<file path="src/rtl/dbgcmp_pkg.sv">
package dbgcmp_pkg;
    localparam int NCMP   = 3;
    localparam int ADDR_W = 18;
    localparam int HI_W   = ADDR_W - 16;

    localparam logic [2:0] OFF_HI  = 3'd1;
    localparam logic [2:0] OFF_MID = 3'd2;
    localparam logic [2:0] OFF_LO  = 3'd3;

    typedef struct packed {
        logic [HI_W-1:0] hi;
        logic [7:0]      mid;
        logic [7:0]      lo;
    } cmp_regs_t;
endpackage

</file>
<file path="src/rtl/dbgcmp_regs.sv">
module dbgcmp_regs
    import dbgcmp_pkg::*;
(
    input  logic      clk,
    input  logic      rst_n,
    input  logic      wr_en,
    input  logic [2:0] wr_off,
    input  logic [7:0] wr_data,
    output cmp_regs_t val_q
);
    cmp_regs_t val_d;

    always_comb begin
        val_d = val_q;
        if (wr_en) begin
            case (wr_off)
                OFF_HI:  val_d.hi  = wr_data[HI_W-1:0];
                OFF_MID: val_d.mid = wr_data;
                OFF_LO:  val_d.lo  = wr_data;
                default: val_d = val_q;
            endcase
        end
    end

    always_ff @(posedge clk or negedge rst_n) begin
        if (!rst_n) val_q <= '0;
        else        val_q <= val_d;
    end
endmodule

</file>
<file path="src/rtl/dbgcmp_match.sv">
module dbgcmp_match
    import dbgcmp_pkg::*;
(
    input  cmp_regs_t [NCMP-1:0] regs,
    input  logic [ADDR_W-1:0]    cpu_addr,
    input  logic [NCMP-1:0]      en,
    output logic [NCMP-1:0]      hit
);
    for (genvar i = 0; i < NCMP; i++) begin : g_cmp
        always_comb hit[i] = en[i] && (cpu_addr == regs[i]);
    end
endmodule

</file>
<file path="src/rtl/dbgcmp_rdmux.sv">
module dbgcmp_rdmux
    import dbgcmp_pkg::*;
(
    input  cmp_regs_t [NCMP-1:0] regs,
    input  logic                 rd_ok,
    input  logic [1:0]           bank,
    input  logic [2:0]           off,
    output logic [7:0]           rdata
);
    cmp_regs_t sel;

    always_comb begin
        sel   = regs[bank];
        rdata = 8'h00;
        if (rd_ok) begin
            case (off)
                OFF_HI:  rdata = {{(8-HI_W){1'b0}}, sel.hi};
                OFF_MID: rdata = sel.mid;
                OFF_LO:  rdata = sel.lo;
                default: rdata = 8'h00;
            endcase
        end
    end
endmodule

</file>
<file path="src/rtl/dbg_addr_cmp_bank.sv">
module dbg_addr_cmp_bank
    import dbgcmp_pkg::*;
#(
    parameter logic [7:0] WIN_BASE = 8'h28
) (
    input  logic              clk,
    input  logic              rst_n,
    input  logic [7:0]        bus_addr,
    input  logic [7:0]        bus_wdata,
    input  logic              bus_wr,
    input  logic              bus_rd,
    output logic [7:0]        bus_rdata,
    input  logic              armed,
    input  logic [1:0]        bank_sel,
    input  logic [ADDR_W-1:0] cpu_addr,
    input  logic [NCMP-1:0]   cmp_en,
    output logic [NCMP-1:0]   cmp_match
);
    cmp_regs_t [NCMP-1:0]   regs;
    logic [NCMP*ADDR_W-1:0] stored_flat;
    logic                   in_win;
    logic                   bank_ok;
    logic [2:0]             off;
    logic [NCMP-1:0]        wr_en;

    always_comb begin
        in_win  = (bus_addr[7:3] == WIN_BASE[7:3]);
        off     = bus_addr[2:0];
        bank_ok = (int'(bank_sel) < NCMP);
    end

    for (genvar i = 0; i < NCMP; i++) begin : g_bank
        assign wr_en[i] = bus_wr && in_win && !armed && (bank_sel == 2'(i));
        assign stored_flat[i*ADDR_W +: ADDR_W] = regs[i];

        dbgcmp_regs u_regs (
            .clk     (clk),
            .rst_n   (rst_n),
            .wr_en   (wr_en[i]),
            .wr_off  (off),
            .wr_data (bus_wdata),
            .val_q   (regs[i])
        );
    end

    dbgcmp_rdmux u_rdmux (
        .regs  (regs),
        .rd_ok (bus_rd && in_win && bank_ok),
        .bank  (bank_sel),
        .off   (off),
        .rdata (bus_rdata)
    );

    dbgcmp_match u_match (
        .regs     (regs),
        .cpu_addr (cpu_addr),
        .en       (cmp_en),
        .hit      (cmp_match)
    );
endmodule

</file>
<file path="config.mk">
export PLATFORM = sky130hd
export DESIGN_NAME = dbg_addr_cmp_bank
export DESIGN_NICKNAME = d
export VERILOG_FILES = /design/src/rtl/dbgcmp_pkg.sv /design/src/rtl/dbgcmp_regs.sv /design/src/rtl/dbgcmp_match.sv /design/src/rtl/dbgcmp_rdmux.sv /design/src/rtl/dbg_addr_cmp_bank.sv
export SDC_FILE = /design/constraint.sdc
export NUM_CORES = 1
export LEC_CHECK = 0
export BUFFER_PORTS_ARGS = -buffer_cell sky130_fd_sc_hd__buf_2
export CAP_MARGIN = 10
export CORE_MARGIN = 2
export CORE_UTILIZATION = 60
export DETAILED_ROUTE_END_ITERATION = 10
export GPL_TIMING_DRIVEN = 1
export PLACE_DENSITY = 0.91
export SETUP_SLACK_MARGIN = 0.3
export SLEW_MARGIN = 10
export SYNTH_ARGS = -nofsm -noshare
export SYNTH_HDL_FRONTEND = slang
export SYNTH_HIERARCHICAL = 1
export SYNTH_SLANG_ARGS = --single-unit
</file>
<file path="constraint.sdc">
create_clock -name clk -period 2.2 [get_ports clk]
set_input_delay 0.11 -clock clk [delete_from_list [all_inputs] [get_ports clk]]
set_output_delay 0.11 -clock clk [all_outputs]
set_load 0.01 [all_outputs]
</file>
**Word-level counts from Yosys, hierarchy flattened**

Index checks and enable logic that the tools add are counted.

- Muxes and demuxes: 4
- Reductions and logical operators: 21
- Magnitude comparators: 2
- Eq/ne operators: 9

Operators by type and width:

| cell | count |
|---|---|
| == test 18 bit | 3 |
| binary-select mux 18 bit (select 2 bit) | 1 |
| case mux 8 bit (3 select lines) | 1 |
| two-way mux 18 bit | 1 |
| AND reduction 2 bit | 9 |
| logical AND 1 bit | 10 |
| two-way mux 8 bit | 1 |
| == test 3 x 2 -> 1 bit (second input constant) | 2 |
| == test 5 x 3 -> 1 bit (second input constant) | 1 |
| == test 3 x 1 -> 1 bit (second input constant) | 1 |
| < comparator 2 x 3 -> 1 bit (second input constant) | 1 |
| == test 2 x 1 -> 1 bit (second input constant) | 1 |
| == test 2 bit (second input constant) | 1 |
| zero test 2 bit | 1 |
| < comparator 2 bit (second input constant) | 1 |
| zero test 1 bit | 1 |

- Input bits: 44
- Output and inout bits: 11
- Flip-flop bits (word level): 54
- Word-level logic and storage cells: 45

**Depth between registers and ports, before layout**

- Depth in word-level cells: 5
- Gate-level depth with buffers: 6
- Depth with buffers taken out: 4

**Cells and area by module**

Netlist, hierarchy kept.

By module, submodules not included:

| module | instances | area an instance (um2) | seq. area each (um2) | cells an instance |
|---|---|---|---|---|
| dbgcmp_regs | 3 | 734.5 | 450.4 | 40 |
| dbgcmp_match | 1 | 608.1 | 0.0 | 72 |
| dbgcmp_rdmux | 1 | 563.0 | 0.0 | 74 |
| dbg_addr_cmp_bank | 1 | 73.8 | 0.0 | 8 |

**Worst setup path before layout**

No wires, ideal clock.

- Path type: input -> register
- Start point: input bus_addr[4]
- End point: register g_bank[0].u_regs/val_q[10] in the netlist's numbering
- Stages on the path: 5
- Path slack: 0.505 ns
- Buffers on the path: 1
- Library setup time: 0.125 ns
- Arrival: 1.569 ns
- Cells stage by stage: or3b_4 > nor4_1 > and4bb_1 > buf_6 > mux2_4

- Cells in the longest elaborated chain, start to end: 5

Ends and longest elaborated chain:

| element | RTL line | RTL |
|---|---|---|
| from (decl) | dbg_addr_cmp_bank.sv:8 | `input logic [7:0] bus_addr,` |
| == test 5 x 3 -> 1 bit | dbg_addr_cmp_bank.sv:27 | `in_win = (bus_addr[7:3] == WIN_BASE[7:3]);` |
| logical AND 1 bit (3 in series) | dbg_addr_cmp_bank.sv:33 | `assign wr_en[i] = bus_wr && in_win && !armed && (bank_sel == 2'(i));` |
| net wr_en[0] | dbg_addr_cmp_bank.sv:24 | `logic [NCMP-1:0] wr_en;` |
| AND reduction 2 bit (no source line) | - |  |
| to (signal assigned) | dbgcmp_regs.sv:27 | `else val_q <= val_d;` |
| to (decl) | dbgcmp_regs.sv:9 | `output cmp_regs_t val_q` |

The timed path passes the listed nets, and every way through them passes these cells.
A chain may end at the register's enable or synchronous reset.

**Final worst setup path**

- Start point: register g_bank[2].u_regs/val_q[10] in the netlist's numbering
- End point: output cmp_match[2]

- Cells in the longest elaborated chain, start to end: 2

Ends and longest elaborated chain:

| element | RTL line | RTL |
|---|---|---|
| from (decl) | dbgcmp_regs.sv:9 |  |
| from (signal assigned) | dbgcmp_regs.sv:27 |  |
| == test 18 bit | dbgcmp_match.sv:10 | `always_comb hit[i] = en[i] && (cpu_addr == regs[i]);` |
| logical AND 1 bit | dbgcmp_match.sv:10 |  |
| to (decl) | dbg_addr_cmp_bank.sv:17 | `output logic [NCMP-1:0] cmp_match` |

No other way between the ends.

==> reports/metrics.csv <==
metric,value,unit
finalCriticalPeriod,2.13,ns
crit_type,reg -> out,
ant_nets,0,
top_register,g_bank.u_regs/val_q,
synth-xor-area-share,0.137,
critPathRequiredTime,2.09,ns
top_regs,g_bank.u_regs/val_q: 54 flops,
drt_pre_antenna_iters,5,
final-hold-violation-count,0,
vias,2729,
h-tree-depth,2,
syn2layout_area_growth,21.0,%
fin_skew,0,ns
avgViaCountPerCell,6.51,
status,completed,
routed_wl,9.86,mm
synthCells,274,
yosys.area.top_type,dfrtp_1,
gp_congestion,0.914,
synth.top_cell.area_share,0.392,
diodes,0,
startpoint,g_bank[2].u_regs/val_q[10]$_DFFE_PN0P_,
overflow,0,
synth-compound-area-share,0.0631,
cts_buffers,5,
grt_use_total,0.317,
end_kind,output pin,
synth_top_family_by_area,multiplexers,
final_common_cell,buf_2,
tritoncts,done,
worst_pin_slew,0.852,ns
grt_setup_unrepaired,true,
fin_nets,390,
ys_types,37,
max-vdd-ir-drop,352,µV
grt_pass1_vias,2708,
finalSetupTns,0,ns
grt_pass1_wl,14.9,mm
drv_cap,0,
power_leakage,1.90,nW
coreArea,5540,µm²
relSlewSlack,0.429,
yosys.area_share.simple,0.130,
finalMaxSlewViolations,0,
min_from,bus_wdata[2],
cp.arrival,2.02,ns
comb_power_share,0.132,
hold_class,in -> reg,
max_freq,470,MHz
antenna_found_initial,0,
ios,55,
ys_ff_latch,54,
drtIter0Drc,319,
power_frac_clock,0.362,
path_clk_slew,0.11,ns
dp_hpwl,6.47,mm
largest_reg_flops,54,
p_seq_frac,0.505,
p_int,1.49,mW
synthTopCellsByArea,"dfrtp_1 39%, xnor2_1 11%, mux2_4 10%",
dieArea,6370,µm²
reg2reg_from,g_bank[1].u_regs/val_q[10]$_DFFE_PN0P_,
syn-num-nets,318,
routedWlPerCell,23.5,µm
clock_latency,0.32,ns
crit_fanout,3,
yosysWarnings,6,
clock_tree.root_cell,clkbuf_8,
grt_start_max_net_pins,28,
start_kind,flip-flop,
holdWs,0.100,ns
p_sw_frac,0.255,
die-height,79.8,µm
final_cells,419,
num_rows,27,
die-width,79.8,µm
p_sw,510,µW
drive_gt1_frac,0.484,
synthAdderAreaFrac,0,
cts.sinks,54,
synth_mux_area_frac,0.258,
dp.cells,400,
fin_crit_sh,0.967,
avgSynthCellArea,12.6,µm²
synth-seq-area-share,0.392,
fin_total_pwr,2.00,mW
final_cell_mix,"54 x buf_2, 53 x dfrtp_1, 31 x mux2_2, 31 x xnor2_1, 24 x mux2_4",
initial_core_util,0.622,
portBuffers,54,
setup_viol,0,
powerDensity,478,nW/µm²
drc,0,
netlist_area,3450,µm²
cts_max_path_buffers,2,
[power groups by stage]
stage,Combinational (mW),Clock (mW),Sequential (mW)
global route,0.281,0.759,1.01
finish,0.264,0.724,1.01
CTS,0.250,0.721,1.01
global placement,0.229,0,1.03
detailed placement,0.234,0,1.03
floorplan,0.106,0,1.03
[repair_timing]
item	CTS	global route
buffers inserted	6	4
setup endpoints to repair	3	3
hold buffers	1	0
endpoints found under the hold margin	25	0
resized for setup	12	7
pin swaps	5	4
[per-stage QoR]
| stage | area (µm²) | worst slack, ns | util |
|---|---|---|---|
| 2_1_floorplan | 3450 | 0.505 | - |
| 3_3_place_gp | 3840 | 0.244 | 0.693 |
| 3_5_place_dp | 3840 | 0.154 | 0.693 |
| 4_1_cts | 4100 | 0.126 | 0.740 |
| 5_1_grt | 4170 | 0.0528 | 0.753 |
| 6_report | 4170 | 0.0720 | 0.753 |
[worst max-delay path: stages (launching register included)]
cell and delay, ns:
dfrtp_1 0.44, xnor2_2 0.19, nand4_1 0.15, or4_4 0.58, nor4_2 0.15, buf_2 0.17
[per-layer routing]
layer	part of all wire	track usage
met1	0.40	0.426
met2	0.49	0.529
met3	0.073	0.0520
met4	0.028	0.0966
met5	0	0
[final timing paths]
kind / endpoint / cells after the start / slack (ns)
max: cmp_match[2] / 5 / 0.07
min: g_bank[0].u_regs/val_q[10]$_DFFE_PN0P_ / 2 / 0.10
max reg2reg: g_bank[1].u_regs/val_q[10]$_DFFE_PN0P_ / 3 / 1.12
min reg2reg: g_bank[2].u_regs/val_q[4]$_DFFE_PN0P_ / 1 / 0.57
max in group asynchronous: g_bank[2].u_regs/val_q[3]$_DFFE_PN0P_ / 3 / 1.21
min in group asynchronous: g_bank[0].u_regs/val_q[17]$_DFFE_PN0P_ / 2 / 0.33
[cell usage after synthesis, drive strengths merged]
| library cell | instances |
|---|---|
| a21boi | 1 |
| a21oi | 2 |
| a22oi | 8 |
| and3b | 1 |
| and4bb | 7 |
| buf | 6 |
| clkbuf | 3 |
| dfrtp | 54 |
| inv | 2 |
| mux2 | 55 |
| mux2i | 18 |
| nand2 | 1 |
| nand2b | 3 |
| nand3b | 4 |
| nand4 | 12 |
| nand4b | 3 |
| nand4bb | 1 |
| nor2 | 6 |
| nor3b | 2 |
| nor4 | 5 |
| nor4b | 1 |
| nor4bb | 1 |
| o211ai | 1 |
| o21ai | 3 |
| o22a | 12 |
| o22ai | 2 |
| or3b | 3 |
| or4 | 3 |
| xnor2 | 45 |
| xor2 | 9 |
[logic make-up (layout without fill, tap and decap cells)]
group | count (synthesis) | count (layout)
AOI/OAI and AO/OA | 29 | 29
muxes | 73 | 73
buffers and inverters | 11 | 84
xor gates and xnor gates | 54 | 54
and+or+nand+nor | 53 | 53
DFF | 54 | 54
[cell type report]
type | count | area [µm²]
Clock buffer | 6 | 82.6
Clock inverter | 2 | 38.8
Fill cell | 331 | 1370
Inverter | 2 | 7.51
Multi-Input combinational cell | 209 | 2150
Sequential cell | 54 | 1350
Tap cell | 72 | 90.1
Timing Repair Buffer | 74 | 448
(Power assumes the default switching activity.)
